$ cat src/rtl/pscl_pkg.sv
package pscl_pkg;

    typedef enum logic [0:0] {
        PS_IDLE = 1'b0,
        PS_RUN  = 1'b1
    } pscl_state_e;

    // Transfer to the next more significant position: +1, -1 or 0
    function automatic logic signed [1:0] xfer_dir(input int v, input int half);
        if (v >= half)
            return 2'sd1;
        else if (v <= -half)
            return -2'sd1;
        else
            return 2'sd0;
    endfunction

endpackage

$ cat src/rtl/pscl_lane.sv
module pscl_lane #(
    parameter int LOG_R = 2,
    parameter int A     = 3,
    parameter int CF    = 12,
    parameter bit NEG   = 1'b0
) (
    input  logic                      clk,
    input  logic                      rst,
    input  logic                      clr,
    input  logic                      in_valid,
    input  logic signed [CF:0]        coef,
    input  logic signed [$clog2(A+1):0] dig,
    output logic                      out_valid,
    output logic signed [LOG_R+1:0]   raw
);
    localparam int R  = 1 << LOG_R;
    localparam int CW = CF + 1;
    localparam int SW = $clog2(A + 1) + 1;
    localparam int RW = LOG_R + 2;
    localparam int UW = CF + LOG_R;
    localparam int TW = CF + RW;

    logic        [UW-1:0] u_q;
    logic signed [TW-1:0] cx, sx, prod, term, t;

    assign cx   = {{(TW-CW){coef[CW-1]}}, coef};
    assign sx   = {{(TW-SW){dig[SW-1]}}, dig};
    assign prod = cx * sx;

    generate
        if (NEG) begin : g_sub
            assign term = -prod;
        end else begin : g_add
            assign term = prod;
        end
    endgenerate

    assign t = $signed({2'b00, u_q}) + term;

    always_ff @(posedge clk) begin
        if (rst || clr) begin
            u_q       <= '0;
            raw       <= '0;
            out_valid <= 1'b0;
        end else if (in_valid) begin
            u_q       <= {t[CF-1:0], {LOG_R{1'b0}}};
            raw       <= t[TW-1:CF];
            out_valid <= 1'b1;
        end else begin
            out_valid <= 1'b0;
        end
    end

    // raw lane digit stays inside the over-redundant set {-A..r+A-1}
    p_raw_range_r5: assert property (@(posedge clk) disable iff (rst)
        out_valid |-> (int'(raw) >= -A && int'(raw) <= R + A - 1));

endmodule

$ cat src/rtl/pscl_xfer.sv
module pscl_xfer #(
    parameter int LOG_R = 2,
    parameter int IW    = 4,
    parameter int NIN   = 1
) (
    input  logic                   clk,
    input  logic                   rst,
    input  logic                   clr,
    input  logic                   in_valid,
    input  logic [NIN*IW-1:0]      din,
    output logic                   out_valid,
    output logic signed [LOG_R:0]  dout
);
    import pscl_pkg::*;

    localparam int R    = 1 << LOG_R;
    localparam int HALF = R / 2;
    localparam int OW   = LOG_R + 1;
    localparam int SUMW = IW + 2;

    logic signed [SUMW-1:0] sum, w;
    logic signed [1:0]      tr;
    logic signed [OW-1:0]   pend_q;

    always_comb begin
        sum = '0;
        for (int k = 0; k < NIN; k++) begin
            sum = sum + {{(SUMW-IW){din[k*IW+IW-1]}}, din[k*IW +: IW]};
        end
        tr = xfer_dir(int'(sum), HALF);
        unique case (tr)
            2'sd1:   w = sum - SUMW'(R);
            -2'sd1:  w = sum + SUMW'(R);
            default: w = sum;
        endcase
    end

    always_ff @(posedge clk) begin
        if (rst || clr) begin
            pend_q    <= '0;
            dout      <= '0;
            out_valid <= 1'b0;
        end else if (in_valid) begin
            dout      <= pend_q + {{(OW-2){tr[1]}}, tr};
            pend_q    <= w[OW-1:0];
            out_valid <= 1'b1;
        end else begin
            out_valid <= 1'b0;
        end
    end

    // emitted digit stays inside {-(r-1)..r-1}
    p_digit_range_r4: assert property (@(posedge clk) disable iff (rst)
        out_valid |-> (int'(dout) >= -(R - 1) && int'(dout) <= R - 1));

    // residue left behind leaves room for an incoming unit transfer
    p_residue_r4: assert property (@(posedge clk) disable iff (rst)
        in_valid |-> (int'(w) >= -(R - 2) && int'(w) <= R - 2));

endmodule

$ cat src/rtl/csqrt_postscale.sv
module csqrt_postscale #(
    parameter  int LOG_R = 2,
    parameter  int A     = 3,
    parameter  int CF    = 12,
    localparam int CW    = CF + 1,
    localparam int SW    = $clog2(A + 1) + 1,
    localparam int OW    = LOG_R + 1
) (
    input  logic                 clk,
    input  logic                 rst,
    input  logic                 start,
    input  logic signed [CW-1:0] cr_in,
    input  logic signed [CW-1:0] ci_in,
    input  logic                 dig_valid,
    input  logic signed [SW-1:0] dig_re,
    input  logic signed [SW-1:0] dig_im,
    output logic                 out_valid,
    output logic signed [OW-1:0] out_re,
    output logic signed [OW-1:0] out_im
);
    import pscl_pkg::*;

    localparam int NLANE = 4;
    localparam int RW    = LOG_R + 2;

    pscl_state_e          state_q, state_d;
    logic                 accept, clr;
    logic signed [CW-1:0] cr_q, ci_q;

    logic [NLANE-1:0]     lane_v, rec_v;
    logic [1:0]           add_v;
    logic signed [RW-1:0] lane_d [NLANE];
    logic signed [OW-1:0] rec_d  [NLANE];
    logic signed [OW-1:0] add_d  [2];

    // State register
    always_ff @(posedge clk) begin
        if (rst) state_q <= PS_IDLE;
        else     state_q <= state_d;
    end

    always_comb begin
        state_d = state_q;
        unique case (state_q)
            PS_IDLE: if (start) state_d = PS_RUN;
            PS_RUN:  state_d = PS_RUN;
        endcase
    end

    // Controller outputs
    always_comb begin
        clr    = start;
        accept = (state_q == PS_RUN) && dig_valid && !start;
    end

    always_ff @(posedge clk) begin
        if (rst) begin
            cr_q <= '0;
            ci_q <= '0;
        end else if (start) begin
            cr_q <= cr_in;
            ci_q <= ci_in;
        end
    end

    // Lane i: 0 = +cr*dr, 1 = -ci*di, 2 = +ci*dr, 3 = +cr*di
    for (genvar i = 0; i < NLANE; i++) begin : g_lane
        localparam bit USE_CR = (i == 0) || (i == 3);
        localparam bit USE_RE = (i == 0) || (i == 2);
        localparam bit IS_NEG = (i == 1);

        pscl_lane #(.LOG_R(LOG_R), .A(A), .CF(CF), .NEG(IS_NEG)) u_lane (
            .clk       (clk),
            .rst       (rst),
            .clr       (clr),
            .in_valid  (accept),
            .coef      (USE_CR ? cr_q : ci_q),
            .dig       (USE_RE ? dig_re : dig_im),
            .out_valid (lane_v[i]),
            .raw       (lane_d[i])
        );

        pscl_xfer #(.LOG_R(LOG_R), .IW(RW), .NIN(1)) u_rec (
            .clk       (clk),
            .rst       (rst),
            .clr       (clr),
            .in_valid  (lane_v[i]),
            .din       (lane_d[i]),
            .out_valid (rec_v[i]),
            .dout      (rec_d[i])
        );
    end

    // Pairwise adders: 0 = real (lanes 0,1), 1 = imaginary (lanes 2,3)
    for (genvar k = 0; k < 2; k++) begin : g_add
        pscl_xfer #(.LOG_R(LOG_R), .IW(OW), .NIN(2)) u_add (
            .clk       (clk),
            .rst       (rst),
            .clr       (clr),
            .in_valid  (rec_v[2*k]),
            .din       ({rec_d[2*k+1], rec_d[2*k]}),
            .out_valid (add_v[k]),
            .dout      (add_d[k])
        );
    end

    assign out_valid = add_v[0];
    assign out_re    = add_d[0];
    assign out_im    = add_d[1];

    // every result digit traces back to an acceptance three cycles earlier
    p_latency_r3: assert property (@(posedge clk) disable iff (rst)
        out_valid |-> $past(accept, 3));

    // all lanes, recoders and adders step together
    p_aligned_r3: assert property (@(posedge clk) disable iff (rst)
        (lane_v == '0 || lane_v == '1) && (rec_v == '0 || rec_v == '1) &&
        (add_v == 2'b00 || add_v == 2'b11));

    // nothing leaves the block before the first start
    p_idle_silent_r2: assert property (@(posedge clk) disable iff (rst)
        (state_q == PS_IDLE) |-> !out_valid);

    // start flushes every stage
    p_flush_r7: assert property (@(posedge clk) disable iff (rst)
        start |=> (!out_valid && lane_v == '0 && rec_v == '0));

endmodule

$ cat config.mk
export PLATFORM = sky130hd
export DESIGN_NAME = csqrt_postscale
export DESIGN_NICKNAME = d
export VERILOG_FILES = /design/src/rtl/pscl_pkg.sv /design/src/rtl/pscl_lane.sv /design/src/rtl/pscl_xfer.sv /design/src/rtl/csqrt_postscale.sv
export SDC_FILE = /design/constraint.sdc
export NUM_CORES = 1
export LEC_CHECK = 0
export BUFFER_PORTS_ARGS = -buffer_cell sky130_fd_sc_hd__clkbuf_2
export CAP_MARGIN = 40
export CORE_MARGIN = 2
export CORE_UTILIZATION = 40
export DETAILED_ROUTE_END_ITERATION = 16
export MAX_ROUTING_LAYER = met4
export SYNTH_ARGS = -nofsm -noshare
export SYNTH_HDL_FRONTEND = slang
export SYNTH_SLANG_ARGS = --single-unit
$ cat constraint.sdc
create_clock -name clk -period 5.5 [get_ports clk]
set_clock_uncertainty 0.05 [all_clocks]
set_input_delay 0 -clock clk [delete_from_list [all_inputs] [get_ports clk]]
set_output_delay 0 -clock clk [all_outputs]
set_load 0.01 [all_outputs]
==> flow_metrics.env, run 1 <==
export IMPL_drt_iter0_drc=452
export IMPL_cpMostUsedCell="fa_1"
export IMPL_vias=8763
export IMPL_synthFlopType="dfxtp_1"
export IMPL_crit_buf_inv=0
export IMPL_io_buffer_count=42
export IMPL_fin_ws_ns=1.428
export IMPL_max_vdd_ir_drop_uv=212.7
export IMPL_cts_sinks=130
export IMPL_syn_nets=1569
export IMPL_grt_first_pass_wirelength_um=43660
export IMPL_rsz0062_at_grt="no"
export IMPL_finalSetupViolCount=0
export IMPL_nNetsFinal=1621
export IMPL_cts_tree="yes"
export IMPL_synth_edf_count=0
export IMPL_io_pins=43
export IMPL_grt_use_total_pct=18.37
export IMPL_min_period_over_period_pct=74.04
export IMPL_max_cap_violations=0
export IMPL_critical_path_arrival_ns=4.32
export IMPL_tns_ns=0
export IMPL_antenna_found_initial=0
export IMPL_path_cells="and2_1, fa_1, fa_1, ha_1, ha_1, fa_1, a211o_1, o211ai_1, a22oi_1, a221oi_1, xnor2_1, a21oi_1"
export IMPL_yosys_warnings=0
export IMPL_slew_viol_final=0
export IMPL_ctsHtreeMaxLevel=4
export IMPL_nFillCells=2737
export IMPL_ctsRootBufferMaster="clkbuf_16"
export IMPL_ys_ff_latch=130
export IMPL_post_cts_resized=0
export IMPL_ys_async_sr_fraction_pct=0
export IMPL_max_freq_mhz=245.6
export IMPL_post_route_util_pct=45.97
export IMPL_cpLargestDelayFamily="adder cells"
export IMPL_grt_max_degree=65
export IMPL_syn_to_final_growth_pct=12.67
export IMPL_syn_avg_cell_area_um2=8.782
export IMPL_postCtsSetupBuffers=0
export IMPL_place_ws_ns=1.168
export IMPL_path_max_fanout=7
export IMPL_cts_inserted_buffers=17
export IMPL_cts_buffer_depth=2
export IMPL_worstSetupPathType="reg -> reg"
export IMPL_clk_pin_slew_ns=0.07
export IMPL_design_area_um2=12840
export IMPL_dieArea_um2=29860
export IMPL_drt_wl_total_um=25310
export IMPL_startpoint_type="register"
export IMPL_viasPerCell=5.033
export IMPL_core_area_um2=27930
export IMPL_syn_inst=1298
export IMPL_synth_area_um2=11400
export IMPL_die_width_um=172.8
export IMPL_power_density_nw_per_um2=249.1
export IMPL_hold_path_class="in -> reg"
export IMPL_postRouteAntennaNets=0
export IMPL_wire_per_inst_um=14.54
export IMPL_drive_gt1_share_pct=7.190
export IMPL_finalHoldViolCount=0
export IMPL_hpwl_um=18080
export IMPL_diodes=0
export IMPL_power_leakage_nw=5.793
export IMPL_cp_slowest_cell="fa_1"
export IMPL_ys_seq_area_share_pct=22.83
export IMPL_placed_area_um2=11990
export IMPL_worst_pin_slew_ns=0.8010
export IMPL_grt_overflow_total=0
export IMPL_dr_pass1_iters=7
export IMPL_final_cell_mix="148 x inv_1, 136 x nor2_1, 130 x dfxtp_1"
export IMPL_netlist_cell_type_count=57
export IMPL_grt_pass1_vias=8951
export IMPL_relSlewSlack_pct=46.60
export IMPL_required_ns=5.75
export IMPL_routabilityCongestion=0.8676
export IMPL_postCtsHoldBufs=26
export IMPL_insertion_delay_ns=0.44
export IMPL_start_util_pct=40.80
export IMPL_rows=61
export IMPL_critPathMaxStageDelay_ns=0.49
export IMPL_fin_crit_ns=4.072
export IMPL_status="complete, no violations"
export IMPL_drcViolationCount=0
export IMPL_worstSetupEndpointType="register"
export IMPL_die_h_um=172.8
export IMPL_final_common_cell="inv_1"
through the flow:
step	cells	total power [W]	hold WS, ns
after floorplan	1298	0.001817	0.09724
after global placement	1682	0.002018	0.1833
after detailed placement	1683	0.002036	0.1903
after CTS	1741	0.003233	0.09819
after global routing	1741	0.003425	0.1643
final	1741	0.003198	0.1117
kinds of logic after synthesis:
| kind of cell | count (synthesis) | synth area share, % |
|---|---|---|
| adders and majority gates | 235 | 32.84 |
| DFF | 130 | 22.83 |
| buffers and inverters | 195 | 6.432 |
| AOI/OAI and AO/OA | 223 | 12.80 |
| muxes | 44 | 3.864 |
| xor gates and xnor gates | 57 | 4.380 |
| and+or+nand+nor | 414 | 16.85 |
cells in the mapped netlist, drive strengths merged, types with 14 or more instances:
library cell | instances | area [um2]
inv | 148 | 555.5
nor2 | 137 | 514.2
dfxtp | 130 | 2603
ha | 128 | 1602
nand2 | 122 | 457.9
fa | 107 | 2142
and2 | 76 | 475.5
a21oi | 69 | 349.1
o21ai | 52 | 260.3
mux2i | 44 | 440.4
xnor2 | 37 | 324.1
clkbuf | 36 | 135.1
nand3 | 25 | 125.1
a211oi | 24 | 190.2
xor2 | 20 | 175.2
nand2b | 19 | 118.9
a21o | 14 | 106.4
cell type report:
| cell class | instances | area, um2 | share of cell area (%) |
|---|---|---|---|
| clock buffers | 17 | 425.4 | 3.313 |
| repair buffers | 79 | 553.0 | 4.306 |
| clock inverters | 15 | 163.9 | 1.276 |
| flip-flops and latches | 130 | 2603 | 20.27 |
| multi-input cells | 973 | 8065 | 62.80 |
| well taps | 378 | 473.0 | 3.683 |
| inverters | 149 | 559.3 | 4.355 |
tightest hold or removal path: cells and delay by family:
kind / cells / cell delay, ns
and+or+nand+nor: 2 / 0.15
buffers and inverters: 2 / 0.34
AOI/OAI and AO/OA: 1 / 0.05
registers in the layout (all words and copies together) (netlist names):
name and cells:
g_add.u_add.dout 6, g_add.u_add.pend_q 6, g_lane.u_rec.out_valid 1, g_lane.u_lane.out_valid 1
g_lane.u_rec.dout 12, cr_q 13, state_q 1, g_lane.u_lane.raw 16
g_add.u_add.out_valid 1, g_lane.u_lane.u_q 48, g_lane.u_rec.pend_q 12, ci_q 13
layer usage:
layer,up-vias,wire length (um),global-route usage [%]
met1,4240,11990,23.34
met2,92,12360,30.75
met3,25,623,2.814
met4,0,333,4.484
li1,4406,-,-
met5,-,0,-
where the power goes:
| part | leakage, nW | internal [W] | switching [W] | total, W |
|---|---|---|---|---|
| Sequential | 1.05 | 0.000970 | 0.0000377 | 0.00101 |
| Clock | 0.289 | 0.000645 | 0.000524 | 0.00117 |
| Combinational | 4.45 | 0.000443 | 0.000579 | 0.00102 |
| Total | 5.79 | 0.00206 | 0.00114 | 0.00320 |
final timing paths:
check | start | to | slack [ns] | cells past startpoint
setup / recovery | ci_q[2]$_SDFFE_PP0P_ | g_lane[2].u_lane.raw[3]$_SDFFE_PP0P_ | 1.43 | 12
hold / removal | dig_valid | g_lane[3].u_lane.u_q[3]$_SDFFE_PP0P_ | 0.11 | 5
setup reg to reg | ci_q[2]$_SDFFE_PP0P_ | g_lane[2].u_lane.raw[3]$_SDFFE_PP0P_ | 1.43 | 12
hold reg to reg | g_lane[3].u_lane.u_q[7]$_SDFFE_PP0P_ | g_lane[3].u_lane.u_q[7]$_SDFFE_PP0P_ | 0.40 | 2
Power figures use the tool's default switching activity.
==> inputs of run 2 (changes only) <==
clock period = 4.26 ns   (was 5.5 ns; I/O delays follow)
==> run 2 against run 1 <==
- critical path type unchanged
- non-clock buffer count increased by 13
- total power increased by 30%
- cell count increased by 0.75%
- largest power group unchanged
- worst setup slack got worse by 1.2 ns
- critical endpoint is now g_lane[0].u_lane.raw[3]$_SDFFE_PP0P_
- highest routed layer unchanged
- sequential cell count unchanged
==> flow_metrics.env, run 2 (synthesis gave the netlist of run 1 again) <==
export IMPL_status="complete, no violations"
export IMPL_start_util_pct=40.80
export IMPL_path_max_fanout=7
export IMPL_grt_overflow_total=0
export IMPL_largest_register="g_lane.u_lane.u_q"
export IMPL_cpMostUsedCell="fa_1"
export IMPL_ff_latch_area_um2=2603
export IMPL_viasPerCell=5.018
export IMPL_hpwl_um=18820
export IMPL_relSlewSlack_pct=46.47
export IMPL_dp_cells=1695
export IMPL_grt_max_degree=65
export IMPL_routabilityCongestion=0.8654
export IMPL_finalHoldViolCount=0
export IMPL_wire_per_inst_um=14.21
export IMPL_cts_inserted_buffers=17
export IMPL_cts_tree="yes"
export IMPL_critPathMaxStageDelay_ns=0.52
export IMPL_whs_path_depth=5
export IMPL_drt_wl_total_um=24930
export IMPL_grt_pass1_vias=8701
export IMPL_hold_path_class="in -> reg"
export IMPL_drcViolationCount=0
export IMPL_grt_first_pass_wirelength_um=42220
export IMPL_worst_path_stages=15
export IMPL_dieArea_um2=29860
export IMPL_largest_reg_flops=48
export IMPL_grt_use_total_pct=17.83
export IMPL_insertion_delay_ns=0.43
export IMPL_clk_pin_slew_ns=0.06
export IMPL_worstSetupPathType="reg -> reg"
export IMPL_finalSetupViolCount=0
export IMPL_tns_ns=0
export IMPL_max_cap_violations=0
export IMPL_cpLargestDelayFamily="adder cells"
export IMPL_max_freq_mhz=250.0
export IMPL_drive_gt1_share_pct=8.067
export IMPL_nNetsFinal=1634
export IMPL_cts_sinks=130
export IMPL_die_width_um=172.8
export IMPL_cp_slowest_cell="fa_1"
export IMPL_path_cells="nand2b_1, fa_1, fa_1, inv_1, ha_1, ha_1, inv_1, fa_1, nor2b_1, o31ai_2, a21oi_2, or3b_1, a31oi_1, xnor2_1, a211oi_2"
export IMPL_reg_top3="g_lane.u_lane.u_q: 48 flops, g_lane.u_lane.raw: 16 flops"
export IMPL_critical_path_arrival_ns=4.30
export IMPL_multi_input_area_um2=8069
export IMPL_crit_buf_inv=2
export IMPL_syn_to_final_growth_pct=13.76
export IMPL_rsz0062_at_grt="no"
export IMPL_power_density_nw_per_um2=320.8
export IMPL_ctsRootBufferMaster="clkbuf_16"
export IMPL_cts_buffer_depth=2
export IMPL_diodes=0
export IMPL_io_buffer_count=42
export IMPL_nFillCells=2751
export IMPL_drt_iter0_drc=401
export IMPL_io_pins=43
export IMPL_final_cell_mix="148 x inv_1, 136 x nor2_1, 130 x dfxtp_1"
export IMPL_ctsHtreeMaxLevel=4
export IMPL_power_leakage_nw=5.860
export IMPL_stdcell_count=1754
export IMPL_die_h_um=172.8
export IMPL_placed_area_um2=12090
export IMPL_slew_viol_final=0
export IMPL_min_period_over_period_pct=93.89
export IMPL_fin_crit_ns=4.000
export IMPL_postRouteAntennaNets=0
export IMPL_worstSetupEndpointType="register"
export IMPL_post_route_util_pct=46.42
export IMPL_core_area_um2=27930
export IMPL_rr_worst_depth=15
export IMPL_worst_pin_slew_ns=0.8030
export IMPL_dr_pass1_iters=5
export IMPL_design_area_um2=12970
export IMPL_max_vdd_ir_drop_uv=273.3
export IMPL_antenna_found_initial=0
export IMPL_vias=8801
export IMPL_required_ns=4.56
export IMPL_rows=61
export IMPL_final_common_cell="inv_1"
export IMPL_startpoint_type="register"
==> run 2: changes by cell type in the layout (fill, tap and decap cells not counted) <==
cell | before | now
clkinvlp_4 | 1 | 2
buf_4 | 11 | 23
a21oi_1 | 68 | 67
inv_6 | 4 | 5
clkbuf_1 | 0 | 1
clkinv_4 | 4 | 2
buf_8 | 0 | 1
bufinv_16 | 1 | 3
clkinv_2 | 0 | 2
a21oi_2 | 1 | 2
inv_8 | 5 | 0
==> run 2: cell type report <==
cell class | instances | share of cell area [%]
clock buffer | 18 | 3.310
clock inverter | 14 | 1.360
inverter | 149 | 4.313
multi-input combinational | 973 | 62.23
sequential | 130 | 20.07
tap | 378 | 3.647
timing repair buffer | 92 | 5.075
==> run 2: path summary, 6_finish.rpt <==
| path | from | to | slack (ns) |
|---|---|---|---|
| worst max register to register | cr_q[1]$_SDFFE_PP0P_ | g_lane[0].u_lane.raw[3]$_SDFFE_PP0P_ | 0.26 |
| worst min register to register | g_lane[0].u_lane.u_q[3]$_SDFFE_PP0P_ | g_lane[0].u_lane.u_q[3]$_SDFFE_PP0P_ | 0.40 |
| worst max-delay path | cr_q[1]$_SDFFE_PP0P_ | g_lane[0].u_lane.raw[3]$_SDFFE_PP0P_ | 0.26 |
| worst min-delay path | dig_valid | g_lane[0].u_lane.u_q[9]$_SDFFE_PP0P_ | 0.13 |
==> run 2: power by group <==
part           total, W  switching (W)  internal [W]
sequential      0.00130      0.0000478       0.00125
combinational   0.00133       0.000748      0.000580
clock           0.00153       0.000603      0.000929
==> run 2: worst min-delay path: stages <==
cell and delay [ns]:
clkbuf_2 0.09, nand2_1 0.04, buf_4 0.26, nand2_1 0.12
a21oi_1 0.05
==> run 2: metal layers <==
metal / GRT usage [%] / vias to the layer above / share of wire (%) / routed length, um
met3: 2.617 / 23 / 2.0 / 505
met1: 22.67 / 4265 / 47 / 11760
met4: 4.944 / 0 / 1.5 / 370
met2: 29.63 / 84 / 49 / 12300
li1: - / 4429 / - / -
met5: - / - / 0 / 0
==> run 2: repair_timing <==
item | 4_1_cts | 5_1_grt
buffers inserted | 0 | 1
hold endpoints to repair | 26 | 0
endpoints found under the setup margin | 0 | 1
gates resized for setup | 0 | 1
hold buffers | 26 | 0
==> run 2: per-stage QoR <==
step | hold slack [ns] | setup slack, ns | power [W]
3_5_place_dp | 0.1933 | 0.2312 | 0.002638
5_1_grt | 0.1162 | 0.02200 | 0.004469
3_3_place_gp | 0.1856 | 0.2479 | 0.002619
2_1_floorplan | 0.09724 | 0.4527 | 0.002346
4_1_cts | 0.1034 | 0.2307 | 0.004222
6_report | 0.1251 | 0.2604 | 0.004160
==> inputs of run 3 (changes only) <==
ABC_CLOCK_PERIOD_IN_PS = 4260   (was not set)
PLACE_DENSITY_LB_ADDON = 0.15   (was not set)
==> run 3 against run 2 <==
- first-iteration DRC count shrank 7.7%
- fmax shrank 1.1%
- wire length grew 5.1%
- cell area is essentially flat
- combinational power is essentially flat
- worst setup slack lost 0.046 ns
- critical path type unchanged
- largest power group unchanged
- highest routed layer unchanged
==> flow_metrics.env, run 3 (synthesis gave the netlist of run 1 again) <==
export IMPL_grt_use_total_pct=18.87
export IMPL_grt_max_degree=65
export IMPL_grt_first_pass_wirelength_um=44440
export IMPL_path_cells="and2_1, fa_1, fa_1, ha_1, ha_1, fa_1, a211o_1, o211ai_1, a22oi_1, a21o_1, a21oi_1, xor2_1, o21ai_0"
export IMPL_drive_gt1_share_pct=7.994
export IMPL_startpoint_type="register"
export IMPL_wire_per_inst_um=14.93
export IMPL_drcViolationCount=0
export IMPL_ctsHtreeMaxLevel=4
export IMPL_largest_reg_flops=48
export IMPL_io_buffer_count=42
export IMPL_critical_path_arrival_ns=4.30
export IMPL_insertion_delay_ns=0.44
export IMPL_postRouteAntennaNets=0
export IMPL_whs_ns=0.03456
export IMPL_r2r_end="g_lane[2].u_lane.raw[1]$_SDFFE_PP0P_"
export IMPL_cp_slowest_cell="dfxtp_1"
export IMPL_startpoint="ci_q[2]$_SDFFE_PP0P_"
export IMPL_drt_wl_total_um=26200
export IMPL_worstSetupEndpointType="register"
export IMPL_relSlewSlack_pct=41.73
export IMPL_worstSetupPathType="reg -> reg"
export IMPL_cts_buffer_depth=2
export IMPL_postCtsSetupBuffers=0
export IMPL_worst_pin_slew_ns=0.8740
export IMPL_die_width_um=172.8
export IMPL_tns_ns=0
export IMPL_max_freq_mhz=247.2
export IMPL_max_cap_violations=0
export IMPL_syn_to_final_growth_pct=13.81
export IMPL_path_max_fanout=7
export IMPL_grt_pass1_vias=8919
export IMPL_core_area_um2=27930
export IMPL_grt_overflow_total=0
export IMPL_dr_pass1_iters=5
export IMPL_min_period_over_period_pct=94.97
export IMPL_regToRegSetupSlack_ns=0.21
export IMPL_power_w=0.004198
export IMPL_viasPerCell=5.026
export IMPL_nNetsFinal=1634
export IMPL_cpMostUsedCell="fa_1"
export IMPL_max_vdd_ir_drop_uv=241.6
export IMPL_finalSetupViolCount=0
export IMPL_routabilityCongestion=0.8134
export IMPL_largest_register="g_lane.u_lane.u_q"
export IMPL_final_cell_mix="148 x inv_1, 136 x nor2_1, 129 x dfxtp_1"
export IMPL_ctsRootBufferMaster="clkbuf_16"
export IMPL_critPathMaxStageDelay_ns=0.47
export IMPL_power_density_nw_per_um2=323.6
export IMPL_cts_inserted_buffers=17
export IMPL_status="complete, no violations"
export IMPL_rsz0062_at_grt="no"
export IMPL_rows=61
export IMPL_reg2reg_from="ci_q[2]$_SDFFE_PP0P_"
export IMPL_io_pins=43
export IMPL_final_common_cell="inv_1"
export IMPL_finalHoldViolCount=0
export IMPL_cts_sinks=130
export IMPL_hold_path_class="in -> reg"
export IMPL_power_leakage_nw=5.869
export IMPL_die_h_um=172.8
export IMPL_reg_top3="g_lane.u_lane.u_q: 48 flops, g_lane.u_lane.raw: 16 flops"
export IMPL_drt_iter0_drc=370
export IMPL_fin_crit_ns=4.046
export IMPL_vias=8820
export IMPL_hpwl_um=19200
export IMPL_rr_worst_depth=13
export IMPL_placed_area_um2=12080
export IMPL_required_ns=4.51
export IMPL_start_util_pct=40.80
export IMPL_antenna_found_initial=0
export IMPL_dieArea_um2=29860
export IMPL_design_area_um2=12970
export IMPL_cp_endpoint="g_lane[2].u_lane.raw[1]$_SDFFE_PP0P_"
export IMPL_clk_pin_slew_ns=0.07
export IMPL_slew_viol_final=0
export IMPL_cts_tree="yes"
[run 3: metal layers]
metal  GRT usage [%]  vias up  part of all wire, %
li1                -     4427                    -
met1           24.28     4231                   47
met2           30.57      127                   47
met3           3.012       35                  3.4
met4           5.720        0                  2.0
met5               -        -                    0
[run 3: worst min path at each step]
stage	start	end	slack [ns]	depth (start not counted)
2_1_floorplan	ci_in[0]	ci_q[0]$_SDFFE_PP0P_	0.1	2
3_3_place_gp	cr_in[1]	cr_q[1]$_SDFFE_PP0P_	0.18	3
3_5_place_dp	cr_in[9]	cr_q[9]$_SDFFE_PP0P_	0.19	3
4_1_cts	start	g_add[0].u_add.pend_q[2]$_SDFFE_PP0P_	0.02	5
5_1_grt	start	g_lane[2].u_rec.pend_q[2]$_SDFFE_PP0P_	0.05	5
6_report	start	g_add[0].u_add.pend_q[2]$_SDFFE_PP0P_	0.03	5
[run 3: layout make-up]
cell class	count	area, um2
Fill cell	2787	14960
Multi-Input combinational cell	973	8065
Sequential cell	130	2604
Timing Repair Buffer	92	655.6
Inverter	149	559.3
Tap cell	378	473.0
Clock buffer	17	425.4
Clock inverter	15	187.7
Antenna cell	1	2.502
[run 3: per-stage QoR]
| step | worst slack (ns) | util (%) | std cells |
|---|---|---|---|
| global placement | 0.2686 | 43.23 | 1694 |
| CTS | 0.1958 | 46.43 | 1754 |
| finish | 0.2144 | 46.44 | 1755 |
| global route | 0.02387 | 46.43 | 1754 |
| detailed placement | 0.2043 | 43.23 | 1694 |
| floorplan | 0.4527 | - | 1298 |
[run 3: timing repair]
action	in CTS	in global routing
hold endpoints to repair	28	0
hold buffers	28	0
gates resized for setup	0	2
setup endpoints to repair	0	2
[run 3: worst max-delay path, delay by kind of cell (launching register included)]
| family | cells | cell delay [ns] |
|---|---|---|
| AOI/OAI and AO/OA | 6 | 1.13 |
| adders and majority gates | 5 | 1.90 |
| and+or+nand+nor | 1 | 0.20 |
| xor gates and xnor gates | 1 | 0.16 |
| DFF | 1 | 0.47 |
[run 3: where the power goes]
group          internal, W  switching [W]  total (W)
Sequential         0.00125      0.0000492    0.00130
Combinational     0.000586       0.000764    0.00135
Clock             0.000849       0.000697    0.00155
Total              0.00269        0.00151    0.00420
